### src/rtl/irqsm_pkg.sv
`timescale 1ns/1ps
package irqsm_pkg;
    // Per-bit state encoded as {mask, pending}
    typedef enum logic [1:0] {
        ST_OPEN_IDLE = 2'b00,
        ST_OPEN_FIRE = 2'b01,
        ST_MASK_IDLE = 2'b10,
        ST_MASK_HELD = 2'b11
    } bit_state_e;

    // Word index addr[3:2]
    typedef enum logic [1:0] {
        REG_STATUS  = 2'd0,
        REG_MASK    = 2'd1,
        REG_ENABLE  = 2'd2,
        REG_DISABLE = 2'd3
    } reg_sel_e;

    localparam int WORD_LSB  = 2;
    localparam int MAP_BITS  = 4;
endpackage

### src/rtl/irqsm_decode.sv
`timescale 1ns/1ps
module irqsm_decode
    import irqsm_pkg::*;
#(
    parameter int ADDR_W = 4,
    parameter int DATA_W = 32,
    parameter int N_SRC  = 32
) (
    input  logic [ADDR_W-1:0] addr_i,
    input  logic              we_i,
    input  logic [DATA_W-1:0] wdata_i,
    output logic [N_SRC-1:0]  clr_o,
    output logic [N_SRC-1:0]  en_o,
    output logic [N_SRC-1:0]  dis_o,
    output reg_sel_e          sel_o,
    output logic              ok_o
);
    localparam int HI_W = ADDR_W - MAP_BITS;

    logic hi_ok;
    logic aligned;
    logic wr_ok;

    generate
        if (HI_W > 0) begin : g_hi
            assign hi_ok = (addr_i[ADDR_W-1:MAP_BITS] == '0);
        end else begin : g_nohi
            assign hi_ok = 1'b1;
        end
    endgenerate

    assign aligned = (addr_i[WORD_LSB-1:0] == '0);
    assign ok_o    = aligned && hi_ok;
    assign sel_o   = reg_sel_e'(addr_i[MAP_BITS-1:WORD_LSB]);
    assign wr_ok   = we_i && ok_o;

    always_comb begin
        clr_o = '0;
        en_o  = '0;
        dis_o = '0;
        if (wr_ok) begin
            unique case (sel_o)
                REG_STATUS:  clr_o = wdata_i[N_SRC-1:0];
                REG_MASK:    ;
                REG_ENABLE:  en_o  = wdata_i[N_SRC-1:0];
                REG_DISABLE: dis_o = wdata_i[N_SRC-1:0];
                default:     ;
            endcase
        end
    end
endmodule

### src/rtl/irqsm_bit_fsm.sv
`timescale 1ns/1ps
module irqsm_bit_fsm
    import irqsm_pkg::*;
(
    input  logic clk,
    input  logic rst_n,
    input  logic set_i,
    input  logic clr_i,
    input  logic en_i,
    input  logic dis_i,
    output logic stat_o,
    output logic mask_o,
    output logic fire_o
);
    bit_state_e state_q, state_d;
    logic       fire_q;
    logic       keep;
    logic       opening;

    assign keep    = set_i || !clr_i;
    assign opening = en_i && !dis_i;

    always_comb begin
        state_d = state_q;
        unique case (state_q)
            ST_MASK_IDLE:
                if (opening) state_d = set_i ? ST_OPEN_FIRE : ST_OPEN_IDLE;
                else         state_d = set_i ? ST_MASK_HELD : ST_MASK_IDLE;
            ST_MASK_HELD:
                if (opening) state_d = keep ? ST_OPEN_FIRE : ST_OPEN_IDLE;
                else         state_d = keep ? ST_MASK_HELD : ST_MASK_IDLE;
            ST_OPEN_IDLE:
                if (dis_i)   state_d = set_i ? ST_MASK_HELD : ST_MASK_IDLE;
                else         state_d = set_i ? ST_OPEN_FIRE : ST_OPEN_IDLE;
            ST_OPEN_FIRE:
                if (dis_i)   state_d = keep ? ST_MASK_HELD : ST_MASK_IDLE;
                else         state_d = keep ? ST_OPEN_FIRE : ST_OPEN_IDLE;
            default:         state_d = ST_MASK_IDLE;
        endcase
    end

    // State register
    always_ff @(posedge clk or negedge rst_n) begin
        if (!rst_n) state_q <= ST_MASK_IDLE;
        else        state_q <= state_d;
    end

    // Output register
    always_ff @(posedge clk or negedge rst_n) begin
        if (!rst_n) fire_q <= 1'b0;
        else        fire_q <= (state_d == ST_OPEN_FIRE);
    end

    assign stat_o = state_q[0];
    assign mask_o = state_q[1];
    assign fire_o = fire_q;


    raise_sets_chk: assert property (@(posedge clk) disable iff (!rst_n)
        set_i |=> stat_o);

    pend_sticky_chk: assert property (@(posedge clk) disable iff (!rst_n)
        (stat_o && !clr_i) |=> stat_o);

    ack_clears_chk: assert property (@(posedge clk) disable iff (!rst_n)
        (clr_i && !set_i) |=> !stat_o);

    open_clears_mask_chk: assert property (@(posedge clk) disable iff (!rst_n)
        (en_i && !dis_i) |=> !mask_o);

    close_sets_mask_chk: assert property (@(posedge clk) disable iff (!rst_n)
        dis_i |=> mask_o);

    fire_tracks_state_chk: assert property (@(posedge clk) disable iff (!rst_n)
        fire_o == (stat_o && !mask_o));
endmodule

### src/rtl/irqsm_rdmux.sv
`timescale 1ns/1ps
module irqsm_rdmux
    import irqsm_pkg::*;
#(
    parameter int DATA_W = 32,
    parameter int N_SRC  = 32
) (
    input  reg_sel_e          sel_i,
    input  logic              ok_i,
    input  logic [N_SRC-1:0]  stat_i,
    input  logic [N_SRC-1:0]  mask_i,
    output logic [DATA_W-1:0] rdata_o
);
    always_comb begin
        rdata_o = '0;
        if (ok_i) begin
            unique case (sel_i)
                REG_STATUS:  rdata_o[N_SRC-1:0] = stat_i;
                REG_MASK:    rdata_o[N_SRC-1:0] = mask_i;
                REG_ENABLE:  ;
                REG_DISABLE: ;
                default:     ;
            endcase
        end
    end
endmodule

### src/rtl/irqsm_regs.sv
`timescale 1ns/1ps
module irqsm_regs
    import irqsm_pkg::*;
#(
    parameter int ADDR_W = 4,
    parameter int DATA_W = 32,
    parameter int N_SRC  = 32
) (
    input  logic              clk,
    input  logic              rst_n,
    input  logic [ADDR_W-1:0] addr_i,
    input  logic              we_i,
    input  logic [DATA_W-1:0] wdata_i,
    output logic [DATA_W-1:0] rdata_o,
    input  logic [N_SRC-1:0]  evt_i,
    output logic              irq_o
);
    logic [N_SRC-1:0] clr_v, en_v, dis_v;
    logic [N_SRC-1:0] stat_v, mask_v, fire_v;
    reg_sel_e         sel;
    logic             ok;

    irqsm_decode #(.ADDR_W(ADDR_W), .DATA_W(DATA_W), .N_SRC(N_SRC)) u_dec (
        .addr_i (addr_i),
        .we_i   (we_i),
        .wdata_i(wdata_i),
        .clr_o  (clr_v),
        .en_o   (en_v),
        .dis_o  (dis_v),
        .sel_o  (sel),
        .ok_o   (ok)
    );

    generate
        for (genvar k = 0; k < N_SRC; k++) begin : g_bit
            irqsm_bit_fsm u_bit (
                .clk   (clk),
                .rst_n (rst_n),
                .set_i (evt_i[k]),
                .clr_i (clr_v[k]),
                .en_i  (en_v[k]),
                .dis_i (dis_v[k]),
                .stat_o(stat_v[k]),
                .mask_o(mask_v[k]),
                .fire_o(fire_v[k])
            );
        end
    endgenerate

    irqsm_rdmux #(.DATA_W(DATA_W), .N_SRC(N_SRC)) u_rd (
        .sel_i  (sel),
        .ok_i   (ok),
        .stat_i (stat_v),
        .mask_i (mask_v),
        .rdata_o(rdata_o)
    );

    assign irq_o = |fire_v;


    irq_level_chk: assert property (@(posedge clk) disable iff (!rst_n)
        irq_o == |(stat_v & ~mask_v));

    mask_ro_chk: assert property (@(posedge clk) disable iff (!rst_n)
        (we_i && addr_i == ADDR_W'(4)) |=> $stable(mask_v));

    misaligned_inert_chk: assert property (@(posedge clk) disable iff (!rst_n)
        (we_i && addr_i[1:0] != 2'b00 && evt_i == '0) |=> ($stable(mask_v) && $stable(stat_v)));

    strobe_read_zero_chk: assert property (@(posedge clk) disable iff (!rst_n)
        (addr_i == ADDR_W'(8) || addr_i == ADDR_W'(12)) |-> rdata_o == '0);
endmodule

### config.mk
export PLATFORM = sky130hd
export DESIGN_NAME = irqsm_regs
export DESIGN_NICKNAME = d
export VERILOG_FILES = /design/src/rtl/irqsm_pkg.sv /design/src/rtl/irqsm_decode.sv /design/src/rtl/irqsm_bit_fsm.sv /design/src/rtl/irqsm_rdmux.sv /design/src/rtl/irqsm_regs.sv
export SDC_FILE = /design/constraint.sdc
export NUM_CORES = 1
export LEC_CHECK = 0
export ABC_AREA = 1
export BUFFER_PORTS_ARGS = -buffer_cell sky130_fd_sc_hd__buf_2
export CORE_ASPECT_RATIO = 0.8
export CORE_UTILIZATION = 50
export CTS_BUF_LIST = sky130_fd_sc_hd__clkbuf_2
export DETAILED_ROUTE_END_ITERATION = 10
export PLACE_DENSITY_LB_ADDON = 0.12
export SLEW_MARGIN = 20
export SYNTH_ARGS = -nofsm -noshare
export SYNTH_HDL_FRONTEND = slang
export SYNTH_SLANG_ARGS = --single-unit
### constraint.sdc
create_clock -name clk -period 2.7 [get_ports clk]
set_input_delay 0.27 -clock clk [delete_from_list [all_inputs] [get_ports clk]]
set_output_delay 0.27 -clock clk [all_outputs]
set_load 0.02 [all_outputs]
# == Word level (Yosys, flattened, before mapping) ==
# Cells that the tools add are included.
# word_totals
ff_bits,96
out_inout_bits,33
elab_cells,655
# op_classes
n_eq_ne,131
n_mux,296
reduce_logical,164
# ops
cell,count
2-bit two-way mux,128
2-bit case mux with 4 select lines,32
32-bit two-way mux,7
2-bit equality test (second input constant),66
2-bit by 1-bit equality test with 1-bit output (second input constant),65
1-bit two-way mux,128
2-bit logical NOT,34
1-bit logical NOT,64
32-bit case mux with 2 select lines,1
1-bit logical AND,33
1-bit logical OR,32
32-bit OR reduction,1

# == Longest topological paths before layout ==
# Gate-level depths: netlist of the first run.
# logic_depth
word_depth,9
ltp_mapped,9

# == Cells and area by module ==
# Synthesis of the first run repeated with hierarchy kept, for this count alone.
# unflattened
hier_cells,734
hier_area_um2,5681.7
# modules_own_cells
mod,instances,cells_each,area_each_um2
irqsm_bit_fsm,32,11,118.9
irqsm_decode,1,225,1126.1
irqsm_rdmux,1,112,573.0
irqsm_regs,1,45,178.9

# == Least setup slack after synthesis of the first run ==
# Ideal clock, no wire load.
# synth_timing
kind,input port to output port
startpoint,input addr_i[2]
endpoint,output rdata_o[10]
arrival_time_ps,1241
required_time_ps,2430
slack_ps,1189
path_stages,6
cell_sequence,buf_4 > nor2_8 > buf_6 > buf_4 > nand2_1 > a21oi_1
# synth_via
elab_chain_len,3
# synth_rtl
item,line_no,text
"start, declared",irqsm_regs.sv:11,"input logic [ADDR_W-1:0] addr_i,"
2-bit by 1-bit equality test with 1-bit output or 2-bit logical NOT (tied branches),irqsm_rdmux.sv:17,unique case (sel_i)
32-bit case mux with 2 select lines *,irqsm_rdmux.sv:17,
32-bit two-way mux *,irqsm_rdmux.sv:16,if (ok_i) begin
"end, declared",irqsm_regs.sv:14,"output logic [DATA_W-1:0] rdata_o,"
# Every way passes the cells marked *; elsewhere a longest branch is shown, timed or not.

# == Final worst setup path of the first run ==
# layout_timing
startpoint,input addr_i[3]
endpoint,output rdata_o[2]
# The elaborated chain is that of the path after synthesis.

==> results of run 1 <==
[per-stage QoR]
stage | hold WS [ns] | utilization
final | 0.117 | 0.664
after global routing | 0.0999 | 0.664
after CTS | 0.122 | 0.664
after detailed placement | 0.243 | 0.584
after global placement | 0.243 | 0.584
after floorplan | -0.0256 | -
[how the worst max path moves through the flow]
stage | endpoint | slack, ns | startpoint | depth (start not counted)
2_1_floorplan | rdata_o[10] | 1.19 | addr_i[2] | 6
3_3_place_gp | g_bit[23].u_bit.fire_o | 0.69 | addr_i[3] | 9
3_5_place_dp | g_bit[28].u_bit.fire_o | 0.64 | addr_i[1] | 9
4_1_cts | rdata_o[2] | 0.71 | g_bit[2].u_bit.state_q[1] | 3
5_1_grt | irq_o | 0.56 | g_bit[25].u_bit.fire_o | 5
6_report | rdata_o[2] | 0.69 | addr_i[3] | 5
[worst max-delay path, cell delays in order]
cell,delay [ns]
buf_2,0.26
inv_2,0.60
nand3_1,0.14
a21oi_1,0.25
buf_2,0.21
[registers in the layout, summed over array words and instances, names as in the netlist]
| name | count |
|---|---|
| g_bit.u_bit.state_q | 64 |
| g_bit.u_bit.fire_o | 32 |
[synth_stat cells]
cell	instances	area [sq um]
buf_6	3	33.8
dfstp_2	32	841
buf_1	3	11.3
dfrtp_1	64	1600
nor2_2	1	6.26
inv_1	95	357
nor2_4	1	11.3
nand4_1	36	225
nand2_1	158	593
nor2_1	119	447
buf_4	6	45.0
nand3_1	64	320
inv_2	2	7.51
clkbuf_1	5	18.8
a21oi_1	32	160
nor2_8	1	20.0
nand2_2	2	12.5
buf_2	17	85.1
[layout make-up]
class                      count  area, sq um  share of cell area
clock inverter                 6         36.3             0.00595
multi-input combinational    414         1800               0.294
sequential                    96         2440               0.400
tap                          115          144              0.0236
clock buffer                  10         50.0             0.00820
inverter                      97          364              0.0597
timing repair buffer         178         1270               0.208
[placed cells by master, fill, tap and decap left out]
| cell | count |
|---|---|
| nor2_1 | 119 |
| buf_12 | 2 |
| nor2_2 | 1 |
| nor2_8 | 1 |
| nand2_2 | 2 |
| dfrtp_1 | 64 |
| buf_4 | 9 |
| inv_1 | 95 |
| nand3_1 | 64 |
| nand2_1 | 158 |
| a21oi_1 | 32 |
| clkinv_4 | 2 |
| inv_2 | 2 |
| clkinv_1 | 1 |
| nor2_4 | 1 |
| clkinv_2 | 3 |
| dlygate4sd3_1 | 65 |
| nand4_1 | 36 |
| buf_2 | 102 |
| dfstp_2 | 32 |
| clkbuf_2 | 10 |
[power groups by stage]
stage | Sequential, W | Clock (W) | Combinational (W)
after floorplan | 0.00179 | 0 | 0.000357
after global placement | 0.00181 | 0 | 0.000536
after detailed placement | 0.00182 | 0 | 0.000551
after CTS | 0.00179 | 0.000624 | 0.000625
after global routing | 0.00182 | 0.000677 | 0.000710
final | 0.00179 | 0.000603 | 0.000627
[cells by family (layout without fill, tap and decap cells)]
group / count (synthesis) / after routing / synth area share
simple gates: 382 / 382 / 0.341
buf+inv: 131 / 291 / 0.116
compound gates: 32 / 32 / 0.0334
flops: 96 / 96 / 0.509
[metal layers]
metal | part of all wire | up-vias
met3 | 0.054 | 22
met4 | 0.019 | 0
met2 | 0.48 | 159
met1 | 0.45 | 2133
met5 | 0 | -
li1 | - | 2292
==> flow_summary.ini, run 1 <==
[global_route]
top_usage_layer = met2
grt_usage = 0.281
grt_pass1_wl_um = 21500
grt_util_met2 = 0.489
gr-usage-met1 = 0.353
grt_pass1_vias = 4582
grt_use_met3 = 0.0631
overflow = 0
antenna_found_initial = 0
grt_max_degree = 51

[run_status]
outcome = finished with violations
violations = DRC

[synthesis]
yosysWarnings = 0
synth_cell_types = 18
syn_area_sq_um = 4800
ys_seq_elements = 96
syn_nets = 712
syn_area_per_cell_sq_um = 7.48
ys_seq_area_frac = 0.509
synthCells = 641

[timing]
finClkSkew_ns = 0.0314
rsz0062_at_grt = no
min_period_ns = 2.01
final.setup.worst_slack_ns = 0.687
report.final.hold_viol_count = 0
period_share = 0.745
fmax_mhz = 497
finalSetupViolations = 0
max-slew-margin-rel = 0.487
tns_ns = 0
slew_violations = 0
worstMarginPinSlew_ns = 0.768

[setup_path]
reg2reg_slack_ns = 1.79
start_kind = input port
reg2regPathDepth = 5
worstPathArrival_ns = 1.74
worst-path-max-fanout = 34
worstPathRequired_ns = 2.43
crit_path_end_kind = primary output
worst-setup-path-type = input port to primary output
r2r-start = g_bit[27].u_bit.state_q[1]
r2r-end = g_bit[27].u_bit.fire_o

[power_and_ir_drop]
peakVddDrop_uv = 302
power_frac_clock = 0.199
p_leak_nw = 3.08
seq_power_share = 0.593
p_int_w = 0.00208
p_sw_frac = 0.313
p_switching_w = 0.000947
powerDensity_nw_per_um2 = 496
combPwrFrac = 0.207
power_w = 0.00302

[detailed_routing]
route.detailed.drc = 8
avgRoutedWirePerCell_um = 14.4
via_per_inst = 5.03
vias = 4606
wirelength_um = 13200
drtPass1Iterations = 8
postRouteAntennaNets = 0
drt_iter0_drc = 233

[clock_tree]
clock_latency_ns = 0.58
numCtsBuffers = 9
cts-hold-fix-buffers = 65
clkSinkCount = 96
cts_tree = yes
post_cts_buffers = 0
htreeDepth = 3
clockBufferDepth = 2
root_buffer = clkbuf_2
cts_resized = 0
clk_pin_slew_ns = 0.27

[cells_and_area]
stdcell_count = 916
synthToLayoutAreaGrowth_pct = 27.2
fillerInstances = 802
nNetsFinal = 867
fin_area_sq_um = 6100
drive_above_1_share = 0.208
diodes = 0

[die]
design.die.area_sq_um = 9990
start_util = 0.522
die_x_um = 111
ios = 104
die_height_um = 89.6
num_rows = 31
coreArea_sq_um = 9190

[placed_design]
portBuffers = 103
dp_slack_ns = 0.640
dpl_cell_area_sq_um = 5360
globalplace.congestion = 0.804
hpwl_um = 8110
dp_cells = 835

[min_path]
min_path_type = input port to async pin

[job]
cap_violations = 0
Note: power is estimated with default switching activity, not from simulation.
==> run 2, diff against run 1 <==
Clock period 2.7 ns to 1.7 ns, I/O delays scaled along.
==> flow_summary.ini, run 2 (synthesis results as in run 1) <==
[detailed_routing]
drt_iter0_drc = 390
via_per_inst = 5.11
vias = 4826
drtPass1Iterations = 10
wirelength_um = 13900
postRouteAntennaNets = 0
route.detailed.drc = 6
avgRoutedWirePerCell_um = 14.8

[setup_path]
crit_path_end_kind = primary output
worst-setup-path-type = flop to primary output
start_kind = flop
worst-path-max-fanout = 1
worstPathArrival_ns = 1.64
worstPathRequired_ns = 1.53

[clock_tree]
root_buffer = clkbuf_2
clk_pin_slew_ns = 0.28
cts_tree = yes
clock_latency_ns = 0.55
clockBufferDepth = 2
numCtsBuffers = 9
clkSinkCount = 96
htreeDepth = 3

[power_and_ir_drop]
combPwrFrac = 0.222
power_w = 0.00514
p_int_w = 0.00353
p_leak_nw = 3.28
powerDensity_nw_per_um2 = 752
peakVddDrop_uv = 415
seq_power_share = 0.560
p_switching_w = 0.00161
p_sw_frac = 0.314
power_frac_clock = 0.218

[timing]
period_share = 1.07
final.setup.worst_slack_ns = -0.114
fmax_mhz = 551
finalSetupViolations = 14
report.final.hold_viol_count = 0
finClkSkew_ns = 0.0474
min_period_ns = 1.81
rsz0062_at_grt = yes
slew_violations = 0
tns_ns = -0.373
worstMarginPinSlew_ns = 0.599
max-slew-margin-rel = 0.601

[die]
ios = 104
start_util = 0.522
die_x_um = 111
coreArea_sq_um = 9190
num_rows = 31
design.die.area_sq_um = 9990
die_height_um = 89.6

[placed_design]
dp_cells = 844
globalplace.congestion = 0.795
hpwl_um = 8390
portBuffers = 103

[global_route]
grt_pass1_wl_um = 22300
grt_max_degree = 55
overflow = 0
antenna_found_initial = 0
grt_pass1_vias = 4710
grt_usage = 0.288

[cells_and_area]
nNetsFinal = 897
largest_reg_flops = 64
drive_above_1_share = 0.293
layout_common_cells = 158 x nand2_1, 116 x nor2_1, 95 x inv_1, 85 x dlygate4sd3_1, 70 x buf_2
final_common_cell = nand2_1
top_register = g_bit.u_bit.state_q
diodes = 0
stdcell_count = 945
synthToLayoutAreaGrowth_pct = 42.6

[job]
cap_violations = 0

[min_path]
min_path_type = input port to async pin

[run_status]
outcome = finished with violations
violations = DRC, setup timing
[run 2: worst paths after layout]
path / start / to / slack, ns / cells after the start
setup reg to reg: g_bit[7].u_bit.state_q[0] / g_bit[7].u_bit.state_q[0] / 0.31 / 5
hold / removal: rst_n / g_bit[25].u_bit.state_q[1] / 0.11 / 2
min in group clk: we_i / g_bit[20].u_bit.state_q[1] / 0.18 / 6
hold reg to reg: g_bit[6].u_bit.state_q[1] / g_bit[6].u_bit.state_q[1] / 0.51 / 2
max in group asynchronous: rst_n / g_bit[21].u_bit.state_q[0] / 0.89 / 3
setup / recovery: g_bit[15].u_bit.fire_o / irq_o / -0.11 / 5
[run 2: area by class of cell]
type,instances,area [sq um]
clock buffers,10,50.0
clock inverters,5,56.3
fillers,672,2350
inverters,97,364
multi-input cells,414,2080
flip-flops and latches,96,2440
well taps,115,144
repair buffers,208,1700
[run 2: critical path, cell delays in order, from the launching register on]
cell	delay [ns]
dfrtp_1	0.44
nor2_2	0.15
nand4_1	0.14
nor2_1	0.11
nand2_1	0.08
buf_2	0.16
[run 2: timing repair]
item / in CTS / in global routing
gates resized for setup: 83 / 33
setup endpoints to repair: 32 / 33
endpoints found under the hold margin: 181 / 0
pin swaps: 34 / 3
hold buffers: 85 / 0
buffers inserted: 0 / 1
[run 2: power by group through the flow]
stage / combinational, W / sequential (W) / clock (W)
final: 0.00114 / 0.00288 / 0.00112
after CTS: 0.00109 / 0.00288 / 0.00114
after floorplan: 0.000568 / 0.00285 / 0
after global routing: 0.00126 / 0.00292 / 0.00122
after detailed placement: 0.000900 / 0.00289 / 0
after global placement: 0.000869 / 0.00288 / 0
[run 2: stage by stage]
stage                     hold WS, ns  worst slack [ns]  instance area [sq um]  utilization
final                           0.111            -0.114                   6840        0.744
after global routing           0.0623            -0.180                   6840        0.744
after CTS                      0.0880            -0.105                   6710        0.729
after detailed placement       0.0183             0.241                   5440        0.592
after global placement         0.0209             0.294                   5440        0.592
after floorplan                -0.126             0.389                   4800            -
[run 2: per-layer routing]
layer | vias to the layer above | global-route usage | wire length (um)
met5 | - | 0 | 0
met4 | 0 | 0.0860 | 183
met3 | 19 | 0.0530 | 842
met2 | 187 | 0.520 | 6870
met1 | 2271 | 0.362 | 6050
li1 | 2349 | - | -
==> run 3, diff against run 2 <==
Clock period 1.7 ns to 1.5 ns, I/O delays scaled along.
==> flow_summary.ini, run 3 (synthesis results as in run 1) <==
[run_status]
outcome = finished with violations
violations = DRC, setup timing

[clock_tree]
cts_tree = yes
clk_pin_slew_ns = 0.26
htreeDepth = 3
root_buffer = clkbuf_2
clock_latency_ns = 0.59
clockBufferDepth = 2
numCtsBuffers = 9
clkSinkCount = 96

[timing]
period_share = 1.18
worstMarginPinSlew_ns = 0.797
final.setup.worst_slack_ns = -0.277
report.final.hold_viol_count = 0
finClkSkew_ns = 0.0347
fmax_mhz = 563
min_period_ns = 1.78
tns_ns = -6.77
rsz0062_at_grt = yes
finalSetupViolations = 33
slew_violations = 0
max-slew-margin-rel = 0.467

[global_route]
grt_usage = 0.304
overflow = 0
grt_pass1_vias = 4951
grt_pass1_wl_um = 23200
antenna_found_initial = 0
grt_max_degree = 46

[setup_path]
crit_path_end_kind = primary output
start_kind = flop
path_cells = nand3_4 > a21oi_4 > buf_6
crit_buf_inv = 1
critical_path.max_stage_delay_ns = 0.63
worst-setup-path-type = flop to primary output
worst-path-max-fanout = 2
cpMaxStageDelayCell = dfstp_2
worstPathRequired_ns = 1.35
worstPathArrival_ns = 1.63
critPathTopFamily = flip-flops

[die]
design.die.area_sq_um = 9990
num_rows = 31
ios = 104
start_util = 0.522
coreArea_sq_um = 9190
die_height_um = 89.6
die_x_um = 111

[detailed_routing]
via_per_inst = 5.17
avgRoutedWirePerCell_um = 15.0
drtPass1Iterations = 9
drt_iter0_drc = 285
wl_met3_um = 1160
route.detailed.drc = 6
vias = 5018
wl_met2_um = 7200
wirelength_um = 14600
postRouteAntennaNets = 0
highest_layer = met4
wl_met1_um = 5910

[cells_and_area]
final_common_cell = nand2_1
fin_util = 0.765
diodes = 0
stdcell_count = 970
synthToLayoutAreaGrowth_pct = 46.5
nNetsFinal = 921
drive_above_1_share = 0.264
top_register = g_bit.u_bit.state_q
largest_reg_flops = 64
layout_common_cells = 158 x nand2_1, 114 x nor2_1, 100 x dlygate4sd3_1, 95 x inv_1, 69 x buf_2
fillerInstances = 683

[placed_design]
globalplace.congestion = 0.815
dp_slack_ns = 0.193
dp_cells = 846
portBuffers = 103
hpwl_um = 8700

[power_and_ir_drop]
p_leak_nw = 3.43
power_w = 0.00619
peakVddDrop_uv = 627
powerDensity_nw_per_um2 = 881

[job]
cap_violations = 0

[min_path]
min_path_type = input port to flop
## run 3: final timing paths
path | start | endpoint | slack, ns | cells past startpoint
min reg2reg | g_bit[15].u_bit.state_q[1] | g_bit[15].u_bit.state_q[1] | 0.51 | 2
max | g_bit[2].u_bit.state_q[1] | rdata_o[2] | -0.28 | 3
min | we_i | g_bit[22].u_bit.state_q[1] | 0.11 | 6
max reg2reg | g_bit[18].u_bit.state_q[0] | g_bit[18].u_bit.state_q[0] | 0.09 | 5
max in group asynchronous | rst_n | g_bit[25].u_bit.state_q[0] | 0.11 | 3
min in group asynchronous | rst_n | g_bit[23].u_bit.state_q[1] | 0.13 | 2
## run 3: final cells by class
cell class | count | area, sq um | area share
Sequential cell | 96 | 2440 | 0.348
Multi-Input combinational cell | 414 | 1980 | 0.281
Timing Repair Buffer | 232 | 1940 | 0.277
Inverter | 97 | 364 | 0.0518
Tap cell | 115 | 144 | 0.0205
Clock inverter | 6 | 108 | 0.0153
Clock buffer | 10 | 50.0 | 0.00712
## run 3: timing repair
| action | in CTS | in global routing |
|---|---|---|
| gates cloned | 0 | 0 |
| pin swaps | 37 | 6 |
| resized for setup | 48 | 36 |
| setup buffers | 5 | 3 |
| endpoints found under the setup margin | 33 | 33 |
| endpoints found under the hold margin | 177 | 0 |
| hold buffers | 100 | 0 |
## run 3: report_power, final
part / internal (W) / total [W] / leakage (nW) / switching (W)
sequential: 0.00308 / 0.00327 / 0.975 / 0.000188
combinational: 0.000594 / 0.00135 / 2.36 / 0.000755
clock: 0.000718 / 0.00157 / 0.0919 / 0.000856
## run 3: worst min-delay path, cell delays in order
cell	delay, ns
buf_2	0.11
nand2_2	0.08
inv_2	0.08
buf_12	0.17
nand3_1	0.07
nand2_1	0.06
## run 3: stage by stage
step | instance area, sq um | hold WS [ns]
after floorplan | 4800 | -0.146
after global placement | 5510 | 0.0866
after detailed placement | 5510 | 0.0910
after CTS | 6880 | 0.0603
after global routing | 7030 | 0.0807
final | 7030 | 0.107
## run 3: metal layers
layer | track usage | vias to the layer above
li1 | - | 2404
met1 | 0.371 | 2333
met2 | 0.543 | 246
met3 | 0.0658 | 35
met4 | 0.115 | 0
met5 | 0 | -
